===== config.mk =====
export PLATFORM = sky130hd
export DESIGN_NAME = drpl_mix_core
export DESIGN_NICKNAME = d
export VERILOG_FILES = /design/src/rtl/drpl_pkg.sv /design/src/rtl/drpl_gate.sv /design/src/rtl/drpl_xor.sv /design/src/rtl/drpl_phase_ctl.sv /design/src/rtl/drpl_decoder.sv /design/src/rtl/drpl_mix_core.sv
export SDC_FILE = /design/constraint.sdc
export NUM_CORES = 1
export LEC_CHECK = 0
export CORE_AREA = 10 10 90 92
export DETAILED_ROUTE_END_ITERATION = 8
export DIE_AREA = 0 0 100 102
export PLACE_DENSITY = 0.94
export SLEW_MARGIN = 20
export SYNTH_ARGS = -nofsm -noshare
export SYNTH_HDL_FRONTEND = slang
export SYNTH_HIERARCHICAL = 1
export SYNTH_SLANG_ARGS = --single-unit

===== constraint.sdc =====
create_clock -name clk -period 2.6 [get_ports clk]
set_clock_uncertainty 0.15 [all_clocks]
set_input_delay 0.39 -clock clk [delete_from_list [all_inputs] [get_ports clk]]
set_output_delay 0.39 -clock clk [all_outputs]
set_load 0.01 [all_outputs]

===== src/rtl/drpl_pkg.sv =====
package drpl_pkg;
   typedef enum logic {DR_AND = 1'b0, DR_OR = 1'b1} dr_gate_e;
   typedef enum logic {PH_PRE = 1'b0, PH_EVA = 1'b1} dr_phase_e;
   localparam int unsigned NET_GROUPS = 6;
endpackage


===== src/rtl/drpl_gate.sv =====
module drpl_gate
   import drpl_pkg::*;
#(
   parameter int unsigned W    = 8,
   parameter dr_gate_e    KIND = DR_AND
) (
   input  logic [W-1:0] a_t,
   input  logic [W-1:0] a_f,
   input  logic [W-1:0] b_t,
   input  logic [W-1:0] b_f,
   output logic [W-1:0] y_t,
   output logic [W-1:0] y_f
);
   // positive-only pair: both rails monotone, so 00 inputs give 00 outputs
   if (KIND == DR_AND) begin : g_and
      assign y_t = a_t & b_t;
      assign y_f = a_f | b_f;
   end else begin : g_or
      assign y_t = a_t | b_t;
      assign y_f = a_f & b_f;
   end
endmodule


===== src/rtl/drpl_xor.sv =====
module drpl_xor
   import drpl_pkg::*;
#(
   parameter int unsigned W = 8
) (
   input  logic [W-1:0] p_t,
   input  logic [W-1:0] p_f,
   input  logic [W-1:0] q_t,
   input  logic [W-1:0] q_f,
   output logic [W-1:0] u1_t,
   output logic [W-1:0] u1_f,
   output logic [W-1:0] u2_t,
   output logic [W-1:0] u2_f,
   output logic [W-1:0] y_t,
   output logic [W-1:0] y_f
);
   // p AND (NOT q): negation of q is a rail swap
   drpl_gate #(.W(W), .KIND(DR_AND)) u_pnq (
      .a_t(p_t), .a_f(p_f), .b_t(q_f), .b_f(q_t), .y_t(u1_t), .y_f(u1_f));
   // (NOT p) AND q
   drpl_gate #(.W(W), .KIND(DR_AND)) u_npq (
      .a_t(p_f), .a_f(p_t), .b_t(q_t), .b_f(q_f), .y_t(u2_t), .y_f(u2_f));
   drpl_gate #(.W(W), .KIND(DR_OR)) u_join (
      .a_t(u1_t), .a_f(u1_f), .b_t(u2_t), .b_f(u2_f), .y_t(y_t), .y_f(y_f));
endmodule


===== src/rtl/drpl_phase_ctl.sv =====
module drpl_phase_ctl
   import drpl_pkg::*;
#(
   parameter int unsigned W = 8
) (
   input  logic         clk,
   input  logic         rst_n,
   input  logic         in_valid_i,
   input  logic [W-1:0] in_a_i,
   input  logic [W-1:0] in_b_i,
   output logic         eval_o,
   output logic         tag_o,
   output logic [W-1:0] a_t,
   output logic [W-1:0] a_f,
   output logic [W-1:0] b_t,
   output logic [W-1:0] b_f
);
   dr_phase_e    phase_q;
   logic [W-1:0] hold_a_q, hold_b_q;
   logic [W-1:0] next_a, next_b;

   assign eval_o = (phase_q == PH_EVA);
   assign next_a = in_valid_i ? in_a_i : hold_a_q;
   assign next_b = in_valid_i ? in_b_i : hold_b_q;

   always_ff @(posedge clk or negedge rst_n) begin
      if (!rst_n) begin
         phase_q  <= PH_PRE;
         tag_o    <= 1'b0;
         hold_a_q <= '0;
         hold_b_q <= '0;
         a_t <= '0; a_f <= '0; b_t <= '0; b_f <= '0;
      end else if (phase_q == PH_PRE) begin
         phase_q  <= PH_EVA;
         tag_o    <= in_valid_i;
         hold_a_q <= next_a;
         hold_b_q <= next_b;
         a_t <= next_a;  a_f <= ~next_a;
         b_t <= next_b;  b_f <= ~next_b;
      end else begin
         phase_q <= PH_PRE;
         tag_o   <= 1'b0;
         a_t <= '0; a_f <= '0; b_t <= '0; b_f <= '0;
      end
   end

   AST_PHASE_ALTERNATE: assert property (@(posedge clk) disable iff (!rst_n)
      rst_n |=> (eval_o != $past(eval_o)));
   AST_TAG_FROM_PRECHARGE_VALID: assert property (@(posedge clk) disable iff (!rst_n)
      (eval_o && tag_o) |-> $past(in_valid_i));
endmodule


===== src/rtl/drpl_decoder.sv =====
module drpl_decoder
   import drpl_pkg::*;
#(
   parameter int unsigned W = 8
) (
   input  logic         clk,
   input  logic         rst_n,
   input  logic         eval_i,
   input  logic         tag_i,
   input  logic [W-1:0] y_t,
   input  logic [W-1:0] y_f,
   output logic         out_valid,
   output logic [W-1:0] out_y,
   output logic         out_err
);
   logic bad_pair;
   assign bad_pair = (|(y_t & y_f)) | (|(~(y_t | y_f)));

   always_ff @(posedge clk or negedge rst_n) begin
      if (!rst_n) begin
         out_valid <= 1'b0;
         out_y     <= '0;
         out_err   <= 1'b0;
      end else begin
         out_valid <= 1'b0;
         if (eval_i) begin
            out_valid <= tag_i;
            out_err   <= bad_pair;
            if (tag_i) out_y <= y_t;
         end
      end
   end

   AST_EVAL_WELLFORMED: assert property (@(posedge clk) disable iff (!rst_n)
      eval_i |-> (((y_t ^ y_f) == {W{1'b1}}) && ((y_t & y_f) == '0)));
   AST_VALID_IN_PRECHARGE: assert property (@(posedge clk) disable iff (!rst_n)
      out_valid |-> !eval_i);
endmodule


===== src/rtl/drpl_mix_core.sv =====
module drpl_mix_core
   import drpl_pkg::*;
#(
   parameter int unsigned W       = 8,
   parameter int unsigned ROT     = 1,
   parameter bit          INV_TAP = 1'b1,
   localparam int unsigned DBG_W  = NET_GROUPS * W
) (
   input  logic             clk,
   input  logic             rst_n,
   input  logic             in_valid,
   output logic             in_ready,
   input  logic [W-1:0]     in_a,
   input  logic [W-1:0]     in_b,
   output logic             out_valid,
   output logic [W-1:0]     out_y,
   output logic             out_err,
   output logic [DBG_W-1:0] dbg_t,
   output logic [DBG_W-1:0] dbg_f
);
   if (W < 2) begin : g_bad_width
      $error("drpl_mix_core: W must be at least 2");
   end
   if (ROT < 1 || ROT >= W) begin : g_bad_rot
      $error("drpl_mix_core: ROT must lie in 1..W-1");
   end

   logic         eval_q, tag_q;
   logic [W-1:0] a_t, a_f, b_t, b_f;
   logic [W-1:0] p_t, p_f, k_t, k_f;
   logic [W-1:0] u1_t, u1_f, u2_t, u2_f, y_t, y_f;

   drpl_phase_ctl #(.W(W)) u_ctl (
      .clk(clk), .rst_n(rst_n), .in_valid_i(in_valid),
      .in_a_i(in_a), .in_b_i(in_b),
      .eval_o(eval_q), .tag_o(tag_q),
      .a_t(a_t), .a_f(a_f), .b_t(b_t), .b_f(b_f));

   assign in_ready = !eval_q;

   drpl_gate #(.W(W), .KIND(DR_AND)) u_and (
      .a_t(a_t), .a_f(a_f), .b_t(b_t), .b_f(b_f), .y_t(p_t), .y_f(p_f));

   // rotated tap of operand A; optional negation by rail swap
   for (genvar i = 0; i < W; i++) begin : g_tap
      localparam int unsigned SRC = (i + ROT) % W;
      if (INV_TAP) begin : g_swap
         assign k_t[i] = a_f[SRC];
         assign k_f[i] = a_t[SRC];
      end else begin : g_keep
         assign k_t[i] = a_t[SRC];
         assign k_f[i] = a_f[SRC];
      end
   end

   drpl_xor #(.W(W)) u_xor (
      .p_t(p_t), .p_f(p_f), .q_t(k_t), .q_f(k_f),
      .u1_t(u1_t), .u1_f(u1_f), .u2_t(u2_t), .u2_f(u2_f),
      .y_t(y_t), .y_f(y_f));

   drpl_decoder #(.W(W)) u_dec (
      .clk(clk), .rst_n(rst_n), .eval_i(eval_q), .tag_i(tag_q),
      .y_t(y_t), .y_f(y_f),
      .out_valid(out_valid), .out_y(out_y), .out_err(out_err));

   assign dbg_t = {y_t, u2_t, u1_t, p_t, b_t, a_t};
   assign dbg_f = {y_f, u2_f, u1_f, p_f, b_f, a_f};

   AST_PRECHARGE_NETS_ZERO: assert property (@(posedge clk) disable iff (!rst_n)
      !eval_q |-> ((dbg_t == '0) && (dbg_f == '0)));
   AST_CONSTANT_TOGGLES: assert property (@(posedge clk) disable iff (!rst_n)
      rst_n |=> ($countones({dbg_t, dbg_f} ^ $past({dbg_t, dbg_f})) == DBG_W));
endmodule


==> implementation parameters, run 1 <==
Parameter                              Value

Critical path
  Critical Path Sink Type ... output port
  Setup CP Type ... reg2out
  Data required, critical path ... 2.06 ns
  Startpoint type of the worst setup path ... flip-flop
  Worst EP arrival ... 1.95 ns
  Largest fanout on the critical path ... 4

Timing
  Unrepaired setup endpoints after global routing ... no
  Highest Clock Rate ... ~400 MHz
  TNS Setup ... 0 ns
  Final slew viol count ... 0
  Period Utilization, post-route ... about 96%
  Total of endpoints with negative setup slack in the final report ... 0
  Final count of hold timing violations ... 0
  Worst Hold Margin ... 0.3564 ns
  Transition time of the tightest slew-check pin ... 0.7139 ns
  Clock period minus worst slack ... ~2.5 ns
  Worst-case headroom to the max-slew limit ... 52.41%

Synth
  Average footprint of a synthesized cell ... 12.34 µm²
  Most instantiated flip-flop cell in the synthesis netlist ... sky130_fd_sc_hd__dfrtp_1
  Unique masters post-synth ... 17
  Post-synth ARST share ... between 90% and 100%
  Post-synth top area cell ... sky130_fd_sc_hd__dfrtp_1
  Share of synthesized area occupied by flip-flops and latches ... roughly 55%
  Total nets after synthesis ... 239
  Area share of the largest cell type after synthesis ... 55.30%
  Leading post-synthesis cells by instance count ... sky130_fd_sc_hd__dfrtp_1 (60), sky130_fd_sc_hd__and2_1 (48), sky130_fd_sc_hd__or2_1 (32)
  Post-synth EDFFs ... 0
  Cell count after synthesis ... 220
  Total number of yosys warnings ... 6
  Most numerous cell in the Yosys netlist ... sky130_fd_sc_hd__dfrtp_1
  Total of flip-flops plus latches after synthesis ... 60
  Post-Synthesis Cell Area ... between 2000 and 3000 µm²
  Leading cell types by total area after synthesis ... sky130_fd_sc_hd__dfrtp_1 (55%), sky130_fd_sc_hd__and2_1 (11%), sky130_fd_sc_hd__or2_1 (7.4%), sky130_fd_sc_hd__mux2_2 (6.2%), sky130_fd_sc_hd__mux2i_1 (5.9%)

Floorplanning
  Total die area ... 10200 µm²
  Starting density of the core ... a little over two fifths
  Die Y-Extent ... 102 µm
  Die Width ... around 100 µm
  Core ar. ... 6277 µm²
  Placement row count ... 29
  I/O pin count ... 126

Clock network
  Largest buffer count on any clock path ... 2
  Number of sinks on the clock net ... 60
  Clock root buffer ... sky130_fd_sc_hd__clkbuf_8
  Clock tree from TritonCTS ... built
  Clock slew at the register clock pins of the worst setup and hold paths ... 0.06 ns
  H-tree lvl count ... 3
  Cts bufs inserted ... 9
  Post-CTS setup repair buffer count ... 0
  Worst-Skew Late Latency ... 0.33 ns

Job
  Number of maximum-capacitance constraint violations ... 0

GRT
  Antenna violations before repair ... 0
  Pin count of the biggest net entering global routing ... 32
  Aggregate global-route resource usage ... 16.09%
  Number of global-route vias before repair ... 2270
  Wire length of the first global-routing pass ... around 13 mm
  Overall overflow remaining after global route ... 0

Placed design
  Number of buffers inserted by port buffering ... between 100 and 150
  Placed wire-length estimate after detailed placement ... 6.789 mm
  Placed inst area ... 4028 µm²
  Routability congestion estimate from global placement ... 0.8263

Route
  Per-cell via count in the routed design ... 4.767
  Mean routed wirelength per cell ... 19.13 µm
  Initial drt markers ... between 80 and 90
  Count of unresolved DRC violations after routing ... 0
  Vias ... about 2100
  Total length of routed wires ... 8.303 mm
  Count of TritonRoute iterations in the first routing pass ... 4
  ANT nets after route ... 0

Run status
  Status ... complete, no violations

Layout
  Number of diodes ... 0
  Area Growth Syn to Fin ... 57.47%
  Fraction of layout cells with a size suffix above 1 ... 12.61%
  Area of all placed cells without fillers ... approximately 4300 µm²
  Post-Route Utilization ... approximately two thirds
  Final #Nets ... 372

Power and ir drop
  Total power consumption of the routed design ... 2.934 mW
  Pwr per Cell Area ... 686.3 nW/µm²
  Peak supply drop ... around 0.43 mV
  Leak Pwr ... 1.822 nW

Min path
  Tightest Hold Check Type ... reg2reg
## final cells by class
cell class | instances | area [µm²]
clock buffer | 10 | 137.6
clock inverter | 5 | 100.1
multi-input combinational | 150 | 1137
sequential | 60 | 1501
tap | 77 | 96.34
timing repair buffer | 129 | 1291
fill | 452 | 2002
inverter | 3 | 11.26
## final timing paths
path                                   start                end  slack, ns  cells after the start
max in group asynchronous              rst_n        u_ctl/tag_o       1.18                      3
min in group asynchronous              rst_n  u_ctl/hold_b_q[1]       0.50                      2
max                             u_ctl/a_f[6]          dbg_t[46]       0.11                      4
max reg2reg                     u_ctl/b_f[5]      u_dec/out_err       0.59                      6
min                        u_ctl/hold_b_q[3]  u_ctl/hold_b_q[3]       0.36                      1
min reg2reg                u_ctl/hold_b_q[3]  u_ctl/hold_b_q[3]       0.36                      1
## worst max-delay path: stages, from the launching register on
cell and delay, ns:
sky130_fd_sc_hd__dfrtp_1 0.41, sky130_fd_sc_hd__or2_1 0.26, sky130_fd_sc_hd__and2_1 0.19, sky130_fd_sc_hd__or2_1 0.27, sky130_fd_sc_hd__clkdlybuf4s50_1 0.50
## cells by family after synthesis
| logic type | after synthesis | share of synthesized area, % |
|---|---|---|
| compound gates | 1 | 0.2306 |
| xor+xnor | 8 | 2.581 |
| buf+inv | 10 | 2.811 |
| flops | 60 | 55.30 |
| mux | 40 | 17.10 |
| simple gates | 101 | 21.98 |
## metrics by stage
step | instances | setup WS [ns]
finish | 434 | 0.1112
global route | 434 | 0.01251
CTS | 434 | 0.08434
detailed placement | 418 | 0.4428
global placement | 418 | 0.4486
floorplan | 220 | 0.6394
## layer usage
layer	part of all wire, %	track usage (%)	vias up
li1	-	-	983
met1	36	16.13	1013
met3	5.7	5.331	11
met4	2.3	6.087	0
met2	56	30.21	62
met5	0	0	-
## sequential cells by signal (all words and copies together) (netlist names)
register and cells:
u_ctl/a_f 8, u_ctl/a_t 8, u_ctl/b_f 8, u_ctl/b_t 8, u_ctl/eval_o 1, u_ctl/hold_a_q 8
u_ctl/hold_b_q 8, u_ctl/tag_o 1, u_dec/out_err 1, u_dec/out_valid 1, u_dec/out_y 8
## report_power, final
part           total [mW]  switching [mW]  internal (mW)
clock network        1.01           0.353          0.654
logic               0.834           0.354          0.480
registers            1.09          0.0636           1.03
## layout by cell type, fill, tap and decap left out
cell type and instances:
sky130_fd_sc_hd__clkdlybuf4s50_1 124, sky130_fd_sc_hd__dfrtp_1 60, sky130_fd_sc_hd__and2_1 48, sky130_fd_sc_hd__or2_1 32, sky130_fd_sc_hd__nor2_1 17, sky130_fd_sc_hd__mux2i_1 16
sky130_fd_sc_hd__mux2_2 15, sky130_fd_sc_hd__clkbuf_8 10, sky130_fd_sc_hd__mux2_4 9, sky130_fd_sc_hd__xnor2_1 8, sky130_fd_sc_hd__inv_1 3, sky130_fd_sc_hd__bufinv_16 3
sky130_fd_sc_hd__clkinv_2 2, sky130_fd_sc_hd__buf_4 2, sky130_fd_sc_hd__nor4_1 2, sky130_fd_sc_hd__dlygate4sd3_1 1, sky130_fd_sc_hd__buf_2 1, sky130_fd_sc_hd__buf_12 1
sky130_fd_sc_hd__nor2b_4 1, sky130_fd_sc_hd__nand2_2 1, sky130_fd_sc_hd__a31oi_1 1
## repair_timing
item	4_1_cts	5_1_grt
gates resized for setup	0	0
hold endpoints to repair	30	0
hold buffers	1	0
(Power assumes the default switching activity.)
==> run 2: changes to the inputs <==
CELL_PAD_IN_SITES_DETAIL_PLACEMENT = 1   (was default)
CELL_PAD_IN_SITES_GLOBAL_PLACEMENT = 1   (was default)
CORE_AREA = 10 10 101 103   (was 10 10 90 92)
DIE_AREA = 0 0 111 113   (was 0 0 100 102)
PLACE_DENSITY = 0.95   (was 0.94)
==> run 2 against run 1 <==
- clock-buffer cell count grew 3
- non-clock buffer count is the same
- global-route usage down 1.5 points
- hold slack improved by 0.0013 ns
- highest routed layer unchanged
- core utilization is 16 points lower
- critical endpoint is now dbg_t[44]
- via count increased by 2.3%
- combinational power grew 0.8%
- cell area is 0.73% lower
- die area rose by 23%
- sequential share of layout area rose by 0.26 points
- first-iteration DRC count rose by 2.4%
==> implementation parameters, run 2 (synthesized netlist as in run 1, its figures left out) <==
Parameter                              Value

Run status
  Status ... complete, no violations

Layout
  Area Growth Syn to Fin ... 56.31%
  Layout fillers ... 850
  Commonest non-fill, non-tap cell in the layout ... sky130_fd_sc_hd__clkdlybuf4s50_1
  Number of diodes ... 0
  Commonest cells after routing, fill and taps aside ... sky130_fd_sc_hd__clkdlybuf4s50_1 (123), sky130_fd_sc_hd__dfrtp_1 (60), sky130_fd_sc_hd__and2_1 (48)
  Final #Nets ... 372
  Fraction of layout cells with a size suffix above 1 ... between 10% and 20%
  Area of all placed cells without fillers ... approximately 4200 µm²

Floorplanning
  Core ar. ... 8134 µm²
  Total die area ... 12540 µm²
  Die Width ... 111 µm
  Starting density of the core ... 33.38%
  Die Y-Extent ... 113 µm
  Placement row count ... 33
  I/O pin count ... 126

Clock network
  Largest buffer count on any clock path ... 2
  Number of sinks on the clock net ... 60
  H-tree lvl count ... 3
  Clock tree from TritonCTS ... built
  Clock slew at the register clock pins of the worst setup and hold paths ... 0.06 ns
  Clock root buffer ... sky130_fd_sc_hd__clkbuf_8
  Cts bufs inserted ... 9
  Worst-Skew Late Latency ... 0.32 ns

Timing
  Total of endpoints with negative setup slack in the final report ... 0
  Unrepaired setup endpoints after global routing ... no
  Clock period minus worst slack ... 2.494 ns
  Final count of hold timing violations ... 0
  Period Utilization, post-route ... 95.93%
  Transition time of the tightest slew-check pin ... roughly 0.67 ns
  TNS Setup ... 0 ns
  Highest Clock Rate ... 401.0 MHz
  Worst-case headroom to the max-slew limit ... between 50% and 60%
  Final slew viol count ... 0

Critical path
  Crit-path most repeated cell ... sky130_fd_sc_hd__or2_1
  Crit-path max cell delay ... roughly 0.5 ns
  CP startpoint ... u_ctl/a_f[4]
  Timing endpoint of the critical path ... dbg_t[44]
  R2r worst-path depth ... 6
  Cells along the critical path ... or2_1 -> and2_1 -> or2_1 -> clkdlybuf4s50_1
  Data required, critical path ... 2.06 ns
  Setup slack on the worst flop-to-flop path ... roughly 0.60 ns
  Critical Path Sink Type ... output port
  Source of the worst register-to-register timing path ... u_ctl/a_f[2]
  FF-to-FF End ... u_dec/out_err
  Worst EP arrival ... 1.95 ns
  Family with the most delay on the worst path ... simple AND/OR/NAND/NOR gates
  Buffering stage count on the worst path with inverters included ... 1
  Startpoint type of the worst setup path ... flip-flop
  Largest fanout on the critical path ... 4
  Setup CP Type ... reg2out
  Cell type of the slowest stage on the worst timing path ... sky130_fd_sc_hd__clkdlybuf4s50_1
  Path length in cells of the critical path ... 4

Route
  Mean routed wirelength per cell ... 19.91 µm
  Vias ... 2117
  ANT nets after route ... 0
  Initial drt markers ... 84
  Total length of routed wires ... 9.198 mm
  Count of unresolved DRC violations after routing ... 0
  Per-cell via count in the routed design ... about 4.6
  Count of TritonRoute iterations in the first routing pass ... 4

Power and ir drop
  Peak supply drop ... 0.1975 mV
  Pwr per Cell Area ... between 600 and 700 nW/µm²
  Total power consumption of the routed design ... about 2.6 mW
  Leak Pwr ... 1.799 nW

Placed design
  Placed wire-length estimate after detailed placement ... 7.712 mm
  Number of buffers inserted by port buffering ... 125
  Routability congestion estimate from global placement ... 0.7906
  Placed inst area ... between 4000 and 5000 µm²

GRT
  Pin count of the biggest net entering global routing ... 35
  Wire length of the first global-routing pass ... 14.43 mm
  Antenna violations before repair ... 1
  Number of global-route vias before repair ... between 2000 and 2500
  Overall overflow remaining after global route ... 0
  Aggregate global-route resource usage ... ~15%

Job
  Number of maximum-capacitance constraint violations ... 0

Min path
  Tightest Hold Check Type ... reg2reg
  Startpoint of the tightest hold check path ... u_ctl/hold_b_q[1]
-- run 2: cell types whose count changed in the layout (fill, tap and decap cells not counted) --
cell / previous run / this run
sky130_fd_sc_hd__bufinv_16: 3 / 0
sky130_fd_sc_hd__clkbuf_1: 0 / 2
sky130_fd_sc_hd__clkbuf_8: 10 / 11
sky130_fd_sc_hd__clkdlybuf4s50_1: 124 / 123
sky130_fd_sc_hd__dlymetal6s2s_1: 0 / 1
-- run 2: routing by layer --
layer | vias to the layer above | GRT usage (%) | part of all wire (%) | wire, µm
met2 | 62 | 28.03 | 56 | 5175
li1 | 979 | - | - | -
met3 | 4 | 5.177 | 6.2 | 568
met5 | - | 0 | 0 | 0
met1 | 1072 | 14.20 | 37 | 3365
met4 | 0 | 4.601 | 0.96 | 88
-- run 2: area by class of cell --
cell class                 count  area [µm²]  share of cell area, %
clock buffer                  13       158.9                  3.744
clock inverter                 2       10.01                 0.2358
inverter                       3       11.26                 0.2653
multi-input combinational    150        1137                  26.80
sequential                    60        1501                  35.38
tap                          105       131.4                  3.096
timing repair buffer         129        1294                  30.48
-- run 2: worst min-delay path by stage --
stage                                   end  cells past startpoint
after floorplan                u_ctl/a_f[0]                      0
after global placement    u_ctl/hold_a_q[1]                      1
after detailed placement  u_ctl/hold_b_q[0]                      1
after CTS                 u_ctl/hold_b_q[1]                      1
after global routing      u_ctl/hold_b_q[1]                      1
final                     u_ctl/hold_b_q[1]                      1
-- run 2: where the power goes --
part           switching, mW  internal, mW
combinational          0.361         0.479
clock                  0.321         0.390
sequential            0.0651          1.03
total                  0.747          1.90
-- run 2: timing repair --
action,CTS,global route
hold endpoints to repair,26,0
hold buffers,1,0
endpoints found under the setup margin,0,1
buffers inserted,0,0
gates resized for setup,0,1
-- run 2: through the flow --
step           utilization (%)  cells  setup slack, ns  hold slack, ns
6_report                 52.18    462           0.1059          0.3577
3_3_place_gp             49.95    446           0.4548          0.3036
4_1_cts                  52.15    462          0.07556          0.3618
2_1_floorplan                -    220           0.6394        -0.05559
5_1_grt                  52.18    462         0.009134          0.3656
3_5_place_dp             49.95    446           0.4357          0.3100
